==> config.mk <==
export PLATFORM = sky130hd
export DESIGN_NAME = dac_cmd_if
export DESIGN_NICKNAME = d
export VERILOG_FILES = /design/src/rtl/dcif_pkg.sv /design/src/rtl/dcif_sync.sv /design/src/rtl/dcif_shifter.sv /design/src/rtl/dcif_regbank.sv /design/src/rtl/dac_cmd_if.sv
export SDC_FILE = /design/constraint.sdc
export NUM_CORES = 1
export LEC_CHECK = 0
export BUFFER_PORTS_ARGS = -buffer_cell sky130_fd_sc_hd__buf_4
export CORE_ASPECT_RATIO = 0.7
export CORE_MARGIN = 4
export CORE_UTILIZATION = 35
export DETAILED_ROUTE_END_ITERATION = 8
export HOLD_SLACK_MARGIN = 0.05
export SYNTH_ARGS = -nofsm -noshare
export SYNTH_HDL_FRONTEND = slang
export SYNTH_HIERARCHICAL = 1
export SYNTH_SLANG_ARGS = --single-unit
==> constraint.sdc <==
create_clock -name clk -period 2.5 [get_ports clk]
set_input_delay 0.25 -clock clk [delete_from_list [all_inputs] [get_ports clk]]
set_output_delay 0.25 -clock clk [all_outputs]
set_load 0.02 [all_outputs]
==> src/rtl/dcif_pkg.sv <==
package dcif_pkg;
  localparam int CTRL_W = 4;

  typedef enum logic [CTRL_W-1:0] {
    OP_NOP        = 4'b0000,
    OP_STAGE_A    = 4'b0001,
    OP_STAGE_B    = 4'b0010,
    OP_REFRESH    = 4'b1000,
    OP_STAGE_A_RF = 4'b1001,
    OP_STAGE_B_RF = 4'b1010,
    OP_WAKE       = 4'b1101,
    OP_SLEEP      = 4'b1110,
    OP_STAGE_2_RF = 4'b1111
  } op_e;
endpackage

==> src/rtl/dcif_sync.sv <==
module dcif_sync #(
  parameter int W      = 1,
  parameter int STAGES = 2
) (
  input  logic         clk,
  input  logic         rst_n,
  input  logic [W-1:0] d,
  output logic [W-1:0] q
);
  logic [W-1:0] stg [STAGES];

  generate
    for (genvar s = 0; s < STAGES; s++) begin : g_stage
      logic [W-1:0] stg_nxt;
      if (s == 0) begin : g_first
        always_comb stg_nxt = d;
      end else begin : g_rest
        always_comb stg_nxt = stg[s-1];
      end
      always_ff @(posedge clk or negedge rst_n) begin
        if (!rst_n) stg[s] <= '0;
        else        stg[s] <= stg_nxt;
      end
    end
  endgenerate

  assign q = stg[STAGES-1];
endmodule

==> src/rtl/dcif_shifter.sv <==
module dcif_shifter #(
  parameter int FRAME_W = 16
) (
  input  logic               clk,
  input  logic               rst_n,
  input  logic               sel_s,
  input  logic               sck_s,
  input  logic               dat_s,
  output logic               cmd_v,
  output logic [FRAME_W-1:0] cmd_word
);
  localparam int CNT_MAX = FRAME_W + 1;
  localparam int CNT_W   = $clog2(CNT_MAX + 1);

  logic               sel_d, sck_d;
  logic [FRAME_W-1:0] shreg, shreg_nxt;
  logic [CNT_W-1:0]   cnt, cnt_nxt;
  logic               cmd_v_nxt;
  logic               sck_rise, sel_rise, shift_en;

  always_comb begin
    sck_rise  = sck_s & ~sck_d;
    sel_rise  = sel_s & ~sel_d;
    shift_en  = sck_rise & ~sel_s;
    shreg_nxt = shift_en ? {shreg[FRAME_W-2:0], dat_s} : shreg;
    if (sel_s)
      cnt_nxt = '0;
    else if (shift_en && (cnt != CNT_W'(CNT_MAX)))
      cnt_nxt = cnt + CNT_W'(1);
    else
      cnt_nxt = cnt;
    cmd_v_nxt = sel_rise && (cnt == CNT_W'(FRAME_W));
  end

  always_ff @(posedge clk or negedge rst_n) begin
    if (!rst_n) begin
      sel_d    <= 1'b0;
      sck_d    <= 1'b0;
      shreg    <= '0;
      cnt      <= '0;
      cmd_v    <= 1'b0;
      cmd_word <= '0;
    end else begin
      sel_d <= sel_s;
      sck_d <= sck_s;
      cnt   <= cnt_nxt;
      cmd_v <= cmd_v_nxt;
      if (shift_en)  shreg    <= shreg_nxt;
      if (cmd_v_nxt) cmd_word <= shreg;
    end
  end
endmodule

==> src/rtl/dcif_regbank.sv <==
module dcif_regbank
  import dcif_pkg::*;
#(
  parameter int DATA_W = 10,
  parameter int PAD_W  = 2
) (
  input  logic                            clk,
  input  logic                            rst_n,
  input  logic                            cmd_v,
  input  logic [CTRL_W+DATA_W+PAD_W-1:0] cmd_word,
  output logic [DATA_W-1:0]               out_a,
  output logic [DATA_W-1:0]               out_b,
  output logic                            sleep_q
);
  localparam int FRAME_W = CTRL_W + DATA_W + PAD_W;

  logic [DATA_W-1:0] in_a, in_b;
  logic [DATA_W-1:0] in_a_nxt, in_b_nxt, out_a_nxt, out_b_nxt;
  logic              sleep_nxt;
  logic              ld_a, ld_b, refresh, wake, go_sleep;
  op_e               op;
  logic [DATA_W-1:0] data;

  always_comb begin
    op       = op_e'(cmd_word[FRAME_W-1 -: CTRL_W]);
    data     = cmd_word[PAD_W +: DATA_W];
    ld_a     = 1'b0;
    ld_b     = 1'b0;
    refresh  = 1'b0;
    wake     = 1'b0;
    go_sleep = 1'b0;
    case (op)
      OP_STAGE_A:    ld_a = 1'b1;
      OP_STAGE_B:    ld_b = 1'b1;
      OP_REFRESH:    begin refresh = 1'b1; wake = 1'b1; end
      OP_STAGE_A_RF: begin ld_a = 1'b1; refresh = 1'b1; wake = 1'b1; end
      OP_STAGE_B_RF: begin ld_b = 1'b1; refresh = 1'b1; wake = 1'b1; end
      OP_WAKE:       wake = 1'b1;
      OP_SLEEP:      go_sleep = 1'b1;
      OP_STAGE_2_RF: begin ld_a = 1'b1; ld_b = 1'b1; refresh = 1'b1; wake = 1'b1; end
      default:       ;
    endcase
    in_a_nxt  = ld_a ? data : in_a;
    in_b_nxt  = ld_b ? data : in_b;
    out_a_nxt = refresh ? in_a_nxt : out_a;
    out_b_nxt = refresh ? in_b_nxt : out_b;
    sleep_nxt = go_sleep ? 1'b1 : (wake ? 1'b0 : sleep_q);
  end

  always_ff @(posedge clk or negedge rst_n) begin
    if (!rst_n) begin
      in_a    <= '0;
      in_b    <= '0;
      out_a   <= '0;
      out_b   <= '0;
      sleep_q <= 1'b0;
    end else if (cmd_v) begin
      in_a    <= in_a_nxt;
      in_b    <= in_b_nxt;
      out_a   <= out_a_nxt;
      out_b   <= out_b_nxt;
      sleep_q <= sleep_nxt;
    end
  end
endmodule

==> src/rtl/dac_cmd_if.sv <==
module dac_cmd_if
  import dcif_pkg::*;
#(
  parameter int DATA_W      = 10,
  parameter int PAD_W       = 2,
  parameter int SYNC_STAGES = 2
) (
  input  logic              clk,
  input  logic              rst_n,
  input  logic              ld_sel,
  input  logic              ser_clk,
  input  logic              ser_dat,
  output logic [DATA_W-1:0] dac_code_a,
  output logic [DATA_W-1:0] dac_code_b,
  output logic              drive_en_a,
  output logic              drive_en_b,
  output logic              asleep
);
  localparam int FRAME_W = CTRL_W + DATA_W + PAD_W;

  logic [2:0]         pins_s;
  logic               cmd_v;
  logic [FRAME_W-1:0] cmd_word;
  logic               sleep_q;

  dcif_sync #(.W(3), .STAGES(SYNC_STAGES)) u_sync (
    .clk   (clk),
    .rst_n (rst_n),
    .d     ({ld_sel, ser_clk, ser_dat}),
    .q     (pins_s)
  );

  dcif_shifter #(.FRAME_W(FRAME_W)) u_shift (
    .clk      (clk),
    .rst_n    (rst_n),
    .sel_s    (pins_s[2]),
    .sck_s    (pins_s[1]),
    .dat_s    (pins_s[0]),
    .cmd_v    (cmd_v),
    .cmd_word (cmd_word)
  );

  dcif_regbank #(.DATA_W(DATA_W), .PAD_W(PAD_W)) u_regs (
    .clk      (clk),
    .rst_n    (rst_n),
    .cmd_v    (cmd_v),
    .cmd_word (cmd_word),
    .out_a    (dac_code_a),
    .out_b    (dac_code_b),
    .sleep_q  (sleep_q)
  );

  assign asleep     = sleep_q;
  assign drive_en_a = ~sleep_q;
  assign drive_en_b = ~sleep_q;
endmodule

==> results.txt <==
highest fanout seen on the critical path: 11
DRC errors left: 0
fin nets: 318
power per cell area: 656 mW/mm^2
fraction of layout cells with a size suffix above 1: 35.9%
Clock Latency Late Sink: 0.33 ns
critical path launch point type: flop
clock tree from TritonCTS: done
PostCTS Resize Cnt: 0
maximum root-to-sink buffer count: 2
capture point of the worst path: u_regs/in_a[9]
placeable core region: 0.00995 sq mm
maxcap violations: 0
status: completed
detailed placer's ending HPWL: 4770 um
Cell Rows: 30
cts bufs inserted: 9
area of the die: 0.0122 sq mm
overall routed net length: 7210 um
number of port buffers: 27
Final setup viols: 0
data required time at the worst endpoint: 2.72 ns
count of nets left with antenna violations after detail routing: 0
final global-route overflow total: 0
number of vias in the routed layout: 2335
clock-pin slew of the registers on the worst-case setup and hold paths: 0.06 ns
worst reg2reg path endpoint: u_regs/in_a[9]
WP data arrival: 2.03 ns
vias per inst: 5.27
leakage: 1.97 nW
first-pass detailed-route iteration total: 4
maximum vdd drop: 0.427 mV
cells after synthesis: 281
Hold/Removal Path Class: reg2reg
largest net degree at the start of global routing: 48
Die Y: 93.5 um
setup fix buffers added after clock tree synthesis: 0
pre-CTS setup slack: 0.712 ns
area growth from synthesis to final layout: 17.8%
initial antenna violation count: 0
maximum level of the CTS H-tree: 3
launching point of the worst reg2reg path: u_shift/cmd_word[14]
gp weighted congestion: 0.797
aggregate global-route resource usage: 13.1%
hold buffer count at cts: 4
count of final max-slew check failures: 0
relative slew slack: 50.8%
overall die width: 130 um
antenna diode count: 0
register-to-register path setup slack: 0.69 ns
minimum clock period: 1.81 ns
setup skew after layout: 0.00385 ns
cell area after synthesis: 0.00366 sq mm
Fin Hold WS: 0.347 ns
Post-Syn Area per Cell: 13.0 sq um
count of endpoints failing hold in the final timing report: 0
utilization after layout: 43.3%
Setup TNS Final: 0 ns
final cycle utilization of the critical path: 72.5%
root cell of the clock tree: clkbuf_16
DRC marker count from the first detailed-route iteration: 224
worst setup path startpoint: u_shift/cmd_word[14]
transition time at the pin with the least slew margin: 0.738 ns
synthesized net count: 289
count of pins on the block boundary: 28
type of the setup path with the least slack: reg2reg
routed wire length per instance: 16.3 um
effective utilization at floorplan: 36.8%
wire length of the first global-routing pass: 12300 um
cell count of the worst reg-to-reg path: 3
post-route setup slack: 0.687 ns
setup repair after global routing missed its margin: false
Yosys warning total: 6
vias in the first global route: 2252
CTS sink cnt: 85
crit end category: flop
Highest Clock Rate: 552 MHz
critical path, stage by stage (launching register included):
cell and delay (ns):
dfrtp_1 0.49, and4_1 0.42, o21ai_4 0.40, mux2_2 0.39
area by class of cell:
cell class              instances  area (sq um)
fillers                       931          5640
repair buffers                 41           330
well taps                     128           160
multi-input cells             170          1410
clock buffers                  12           246
inverters                       3          11.3
clock inverters                 4          23.8
flip-flops and latches         85          2130
where the power goes:
group / switching [mW] / internal, mW / total (mW)
clock: 0.516 / 0.697 / 1.21
combinational: 0.0527 / 0.0674 / 0.120
sequential: 0.0463 / 1.45 / 1.49
total: 0.615 / 2.21 / 2.83
placed cells by master, fill, tap and decap left out, types with 3 or more instances in the layout:
cell / instances
dfrtp_1: 85
mux2_2: 42
a31oi_1: 40
buf_4: 36
nand3_1: 22
o21ai_0: 19
clkbuf_16: 9
mux2_4: 9
dlygate4sd3_1: 4
inv_1: 3
clkinv_2: 3
nor3b_2: 3
nand2_1: 3
ha_1: 3
layer usage:
metal / track usage [%] / part of all wire (%) / vias to the layer above
met5: 0 / 0 / -
met4: 3.98 / 1.1 / 0
met3: 4.62 / 8.5 / 9
met2: 17.4 / 41 / 71
met1: 19.7 / 50 / 1151
li1: - / - / 1104
how the worst min path moves through the flow:
stage | startpoint | end | cells past startpoint
after detailed placement | rst_n | u_regs/in_a[9] | 1
after global routing | u_sync/g_stage[1].stg_nxt[2] | u_sync/q[2] | 0
after floorplan | rst_n | u_regs/in_a[0] | 0
after global placement | rst_n | u_regs/out_a[9] | 1
final | u_sync/g_stage[1].stg_nxt[0] | u_sync/q[0] | 0
after CTS | u_sync/g_stage[1].stg_nxt[0] | u_sync/q[0] | 0
registers in the layout, summed over array words and instances (netlist names):
name,flops
u_shift/cmd_v,1
u_sync/q,3
u_regs/out_b,10
u_shift/shreg,16
u_shift/sck_d,1
u_shift/cnt,5
u_shift/sel_d,1
u_sync/g_stage.stg_nxt,3
u_regs/sleep_q,1
u_regs/out_a,10
u_regs/in_a,10
u_regs/in_b,10
u_shift/cmd_word,14
stage by stage:
| stage | total power, mW | area (sq um) | std cells |
|---|---|---|---|
| floorplan | 1.58 | 3660 | 281 |
| global placement | 1.63 | 4000 | 423 |
| detailed placement | 1.64 | 4000 | 423 |
| CTS | 2.86 | 4310 | 443 |
| global route | 2.95 | 4310 | 443 |
| finish | 2.83 | 4310 | 443 |
Power figures use the tool's default switching activity.
